**src/rtl/dma_ctl_regs.sv**
```systemverilog
`timescale 1ns/1ps
module dma_ctl_regs #(
  parameter int NCH = 4
) (
  input  logic             clk,
  input  logic             rst_n,
  input  logic             wr_en,
  input  logic             rd_en,
  input  logic [2:0]       reg_idx,
  input  logic [7:0]       wr_data,
  output logic [7:0]       rd_data,
  input  logic [NCH-1:0]   hold_req,
  input  logic [NCH-1:0]   release_req,
  input  logic [NCH-1:0]   done,
  input  logic             addr_access,
  output logic [NCH-1:0]   grant,
  output logic             ctl_disabled,
  output logic             byte_ptr,
  output logic [8*NCH-1:0] mode_all
);
  localparam int CW = $clog2(NCH);

  logic [NCH-1:0] mask_q, req_q, tc_q;
  logic [NCH-1:0] mask_n, req_n, tc_n;
  logic           dis_q, ptr_q;
  logic [7:0]     mode_q [NCH];

  wire            w_cmd  = wr_en && reg_idx == 3'd0;
  wire            w_req  = wr_en && reg_idx == 3'd1;
  wire            w_smsk = wr_en && reg_idx == 3'd2;
  wire            w_mode = wr_en && reg_idx == 3'd3;
  wire            w_ptr  = wr_en && reg_idx == 3'd4;
  wire            w_mclr = wr_en && reg_idx == 3'd5;
  wire            w_mclx = wr_en && reg_idx == 3'd6;
  wire            w_mall = wr_en && reg_idx == 3'd7;
  wire            r_stat = rd_en && reg_idx == 3'd0;
  wire [CW-1:0]   wch    = wr_data[CW-1:0];
  wire [NCH-1:0]  wsel   = NCH'(1) << wch;
  wire            cmd_ok = (wr_data & 8'hFB) == 8'h00;
  wire [NCH-1:0]  elig   = ~mask_q & req_q;

  always_comb begin
    req_n = (req_q | hold_req) & ~release_req;
    if (w_req) req_n = wr_data[2] ? (req_n | wsel) : (req_n & ~wsel);
    tc_n = r_stat ? '0 : tc_q;
    if (w_req) tc_n = tc_n & ~wsel;
    tc_n = tc_n | done;
    mask_n = mask_q;
    if (w_smsk) mask_n = wr_data[2] ? (mask_q | wsel) : (mask_q & ~wsel);
    if (w_mclx) mask_n = '0;
    if (w_mall) mask_n = wr_data[NCH-1:0];
  end

  always_ff @(posedge clk or negedge rst_n) begin
    if (!rst_n) begin
      mask_q <= '1;
      req_q  <= '0;
      tc_q   <= '0;
      dis_q  <= 1'b0;
      ptr_q  <= 1'b0;
      for (int i = 0; i < NCH; i++) mode_q[i] <= 8'h00;
    end else if (w_mclr) begin
      mask_q <= '1;
      req_q  <= '0;
      tc_q   <= '0;
      dis_q  <= 1'b0;
      ptr_q  <= 1'b0;
    end else begin
      mask_q <= mask_n;
      req_q  <= req_n;
      tc_q   <= tc_n;
      if (w_cmd && cmd_ok) dis_q <= wr_data[2];
      if (w_ptr) ptr_q <= 1'b0;
      else if (addr_access) ptr_q <= ~ptr_q;
      if (w_mode) mode_q[wch] <= wr_data;
    end
  end

  always_comb begin
    rd_data = 8'h00;
    if (rd_en) begin
      case (reg_idx)
        3'd0:    rd_data = {req_q, tc_q};
        3'd1:    rd_data = {{(8-NCH){1'b0}}, mask_q};
        default: rd_data = 8'h00;
      endcase
    end
  end

  assign grant        = dis_q ? '0 : (elig & (~elig + NCH'(1)));
  assign ctl_disabled = dis_q;
  assign byte_ptr     = ptr_q;

  for (genvar g = 0; g < NCH; g++) begin : g_mode
    assign mode_all[8*g +: 8] = mode_q[g];
  end

  assert_grant_onehot_R12: assert property (@(posedge clk) disable iff (!rst_n)
    $onehot0(grant));
  assert_grant_legal_R12: assert property (@(posedge clk) disable iff (!rst_n)
    (grant != '0) |-> (!dis_q && (grant & (mask_q | ~req_q)) == '0));
  assert_grant_lowest_R12: assert property (@(posedge clk) disable iff (!rst_n)
    (grant != '0) |-> (((grant - NCH'(1)) & ~mask_q & req_q) == '0));
  assert_cmd_drop_R2: assert property (@(posedge clk) disable iff (!rst_n)
    (w_cmd && !cmd_ok) |=> $stable(dis_q));
  assert_done_sets_R10: assert property (@(posedge clk) disable iff (!rst_n)
    ((done != '0) && !w_mclr) |=> ((tc_q & $past(done)) == $past(done)));
  assert_stat_clear_R9: assert property (@(posedge clk) disable iff (!rst_n)
    (r_stat && done == '0) |=> (tc_q == '0));
  assert_mask_load_R7: assert property (@(posedge clk) disable iff (!rst_n)
    w_mall |=> (mask_q == $past(wr_data[NCH-1:0])));
  assert_master_clear_R6: assert property (@(posedge clk) disable iff (!rst_n)
    w_mclr |=> (mask_q == '1 && req_q == '0 && tc_q == '0 && !dis_q && !ptr_q));
endmodule

```
**config.mk**
```make
export PLATFORM = sky130hd
export DESIGN_NAME = dma_ctl_regs
export DESIGN_NICKNAME = d
export VERILOG_FILES = /design/src/rtl/dma_ctl_regs.sv
export SDC_FILE = /design/constraint.sdc
export NUM_CORES = 1
export LEC_CHECK = 0
export CORE_MARGIN = 5
export CORE_UTILIZATION = 49
export CTS_CLUSTER_DIAMETER = 30
export CTS_CLUSTER_SIZE = 14
export DETAILED_ROUTE_END_ITERATION = 16
export GPL_TIMING_DRIVEN = 0
export PLACE_DENSITY = 0.85
export SLEW_MARGIN = 20
export SYNTH_ARGS = -nofsm -noshare
export SYNTH_HDL_FRONTEND = slang
export SYNTH_SLANG_ARGS = --single-unit
```
**constraint.sdc**
```tcl
create_clock -name clk -period 1.62 [get_ports clk]
set_clock_uncertainty 0.1 [all_clocks]
set_input_delay 0.243 -clock clk [delete_from_list [all_inputs] [get_ports clk]]
set_output_delay 0.243 -clock clk [all_outputs]
set_load 0.02 [all_outputs]
```
==> summary.md <==
| Metric | Value |
|---|---|
| Initial Util | `just over 50%` |
| CTS clk-pin slew, worst paths | `0.08 ns` |
| Register area | `1160 um^2` |
| Leakage | `around 1.8 nW` |
| Core Rows | `24` |
| Seq/Total Area, Yosys | `51.9%` |
| Max Freq | `0.574 GHz` |
| Arr. time, crit path | `1.40 ns` |
| Tot GR Track Use | `22.4%` |
| Post-layout nets | `322` |
| Required @ worst endpoint | `1.28 ns` |
| Multi-input combinational cell area | `1100 um^2` |
| Synth-to-layout area growth | `52.3%` |
| Hold violation total from the final report | `0` |
| Cell area after synthesis | `2230 um^2` |
| # diodes | `0` |
| Area after DPL | `3050 um^2` |
| Max-Cap Viols | `0` |
| Placed Instances | `318` |
| Complex-gate fraction of the synthesized area | `8.65%` |
| Syn nets | `220` |
| Mean Syn Cell Area | `11.6 um^2` |
| Register bit total from synthesis | `46` |
| Pwr Total | `roughly 3.2 mW` |
| Crit path time final | `1.74 ns` |
| Placer Congestion | `around 0.94` |
| First-pass GRT wire length | `roughly 11000 um` |
| Synth Instances | `between 150 and 200` |
| Port bufs | `73` |
| RR Endpoint | `mask_q[1]$_DFFE_PN1P_` |
| Core area | `4380 um^2` |
| Total CTS buffers | `5` |
| R2R depth | `4` |
| Worst slack at placement | `-0.953 ns` |
| Layout cells sized above 1 | `34.2%` |
| Vias | `1993` |
| Critical Path Start Type | `flop` |
| Final Cell Area | `3390 um^2` |
| DRC | `0` |
| Die Footprint | `between 5000 and 6000 um^2` |
| R2R setup slack | `0.38 ns` |
| CP Max Fanout | `2` |
| Simple-gate area share of the yosys netlist | `20.4%` |
| Post-Synth XOR/XNOR Area | `0.393%` |
| CTS H-tree lvls | `2` |
| Antenna Nets Post-Route | `0` |
| Routed wire length | `6530 um` |
| Avg Vias per Cell | `5.74` |
| Failing checks | `setup timing` |
| CTS tree | `done` |
| Largest net degree at the start of global routing | `29` |
| Worst-Skew Late Latency | `0.29 ns` |
| Mux contribution to synthesized area | `between 15 and 20%` |
| DR iter-0 viols | `188` |
| Unrepaired setup endpoints after global routing | `true` |
| Router iterations before antenna repair | `4` |
| Tcrit/Tclk final | `108%` |
| WL per Instance | `roughly 19 um` |
| Crit Reg-Reg Startpoint | `mask_q[1]$_DFFE_PN1P_` |
| WS Path Type | `flop to output pin` |
| Layout fillers | `289` |
| Clock buffer depth | `2` |
| IO Count | `74` |
| Grt total ovfl | `0` |
| Hpwl dp | `4430 um` |
| Synth Area in Adders | `0%` |
| Final Slew Violations | `0` |
| Min-delay worst type | `primary input to asynchronous set/reset pin` |
| Worst Setup End Kind | `output pin` |
| Hold slack final | `0.334 ns` |
| Clock Sinks | `46` |
| Peak VDD IR | `roughly 0.00081 V` |
| Final non-filler cell total | `347` |
| Number of global-route vias before repair | `2114` |
| Die W | `approximately 77 um` |
| Status | `complete, but fails checks` |
| CTS Root Cell | `clkbuf_8` |
| Worst slew pin tran | `0.621 ns` |
| Initial antenna violation count | `0` |
| DIE HEIGHT | `roughly 77 um` |
| Pwr dens | `950 nW/um^2` |
| Slew HR | `58.1%` |
| Number of distinct library cells after synthesis | `42` |
| Yosys Warn Count | `0` |
| Largest family of logic cells by synthesized area | `simple AND/OR/NAND/NOR gates` |
| # setup viols final | `4` |
| Final WS setup | `-0.123 ns` |
[layer usage]
layer | track usage (%) | up-vias | wire, um
met3 | 7.41 | 11 | 598
met2 | 37.0 | 99 | 3110
li1 | - | 905 | -
met5 | 0 | - | 0
met4 | 6.53 | 0 | 117
met1 | 28.0 | 978 | 2710
[worst max path at each step]
| stage | start | end | slack, ns | cells after the start |
|---|---|---|---|---|
| 4_1_cts | mask_q[2]$_DFFE_PN1P_ | grant[3] | -0.12 | 4 |
| 3_5_place_dp | reg_idx[2] | rd_data[5] | -0.95 | 5 |
| 2_1_floorplan | reg_idx[1] | tc_q[0]$_DFF_PN0_ | 0.13 | 4 |
| 5_1_grt | mask_q[2]$_DFFE_PN1P_ | grant[3] | -0.20 | 4 |
| 6_report | mask_q[2]$_DFFE_PN1P_ | grant[3] | -0.12 | 4 |
| 3_3_place_gp | rst_n | byte_ptr$_DFFE_PN0P_ | -1.0 | 1 |
[worst max-delay path: stages (launching register included)]
cell and delay (ns):
dfstp_2 0.56, nand2b_4 0.13, nand3b_1 0.09, nor4_2 0.14, buf_4 0.18
[state kept, by name, summed over array words and instances, names as in the netlist]
register,count
mode_all,32
mask_q,4
req_q,4
tc_q,4
byte_ptr,1
ctl_disabled,1
[cell usage in the layout, fill, tap and decap left out, drive strengths merged, types with 6 or more instances in the layout]
cell / synthesis / routed
dfrtp: 42 / 42
buf: 8 / 42
mux2: 25 / 25
dlygate4sd2: 0 / 23
clkdlybuf4s50: 0 / 19
nor2: 18 / 18
dlymetal6s2s: 0 / 16
a21oi: 11 / 11
nor3: 10 / 10
clkbuf: 2 / 10
nand2b: 7 / 7
nor2b: 6 / 6
[through the flow]
| step | util (%) | setup TNS [ns] |
|---|---|---|
| final | 77.4 | -0.246 |
| after detailed placement | 69.6 | -25.73 |
| after global placement | 69.3 | -68.67 |
| after CTS | 74.4 | -0.224 |
| after global routing | 77.4 | -0.725 |
| after floorplan | - | 0 |
[kinds of logic (layout without fill, tap and decap cells)]
kind of cell / Yosys count / count (layout)
AND/OR/NAND/NOR: 76 / 76
flip-flops: 46 / 46
AO/OA/AOI/OAI: 29 / 29
multiplexers: 29 / 29
buffers and inverters: 11 / 114
XOR/XNOR: 1 / 1
[Yosys cell counts, drive strengths merged]
master,n,share of area (%)
xnor2,1,0.39
nand4b,1,1.1
and3,4,1.1
nand2b,7,2.0
nand2,4,0.67
a211oi,4,1.3
nor4bb,1,0.45
nor4b,1,0.39
o21ai,3,0.67
or2,4,1.1
mux2,25,14
nor4,4,1.1
nand4bb,1,0.51
or3,2,0.56
inv,1,0.17
a21o,1,0.34
a221oi,1,0.39
nor2,18,3.4
and2,3,0.84
a2bb2oi,1,0.39
nand3,4,0.90
buf,8,2.8
and4,1,0.39
o41ai,4,1.6
nand3b,1,0.34
clkbuf,2,0.34
dfstp,4,4.7
a21oi,11,2.5
a31oi,1,0.28
mux2i,4,1.8
dfrtp,42,47
nor2b,6,1.7
nor3b,2,0.90
nor3,10,2.2
a2111oi,3,1.2
or4b,1,0.45
nand4,1,0.28
[final cells by class]
class	count	share of cell area (%)
Buffer	10	2.91
Tap cell	52	1.92
Timing Repair Buffer	95	26.0
Inverter	1	0.111
Clock buffer	8	2.65
Sequential cell	46	34.1
Multi-Input combinational cell	135	32.3
[power breakdown]
group	switching (mW)	internal, mW
logic	0.522	0.515
registers	0.123	1.35
clock network	0.366	0.348
total	1.01	2.21
[repair_timing]
action                     CTS  global route
gates cloned                 0             0
hold endpoints to repair    14             0
setup endpoints to repair   70            43
pin swaps                    5             6
buffers inserted            14             6
gates resized for setup    103            31
hold buffers                 1             0
Power figures use the tool's default switching activity.
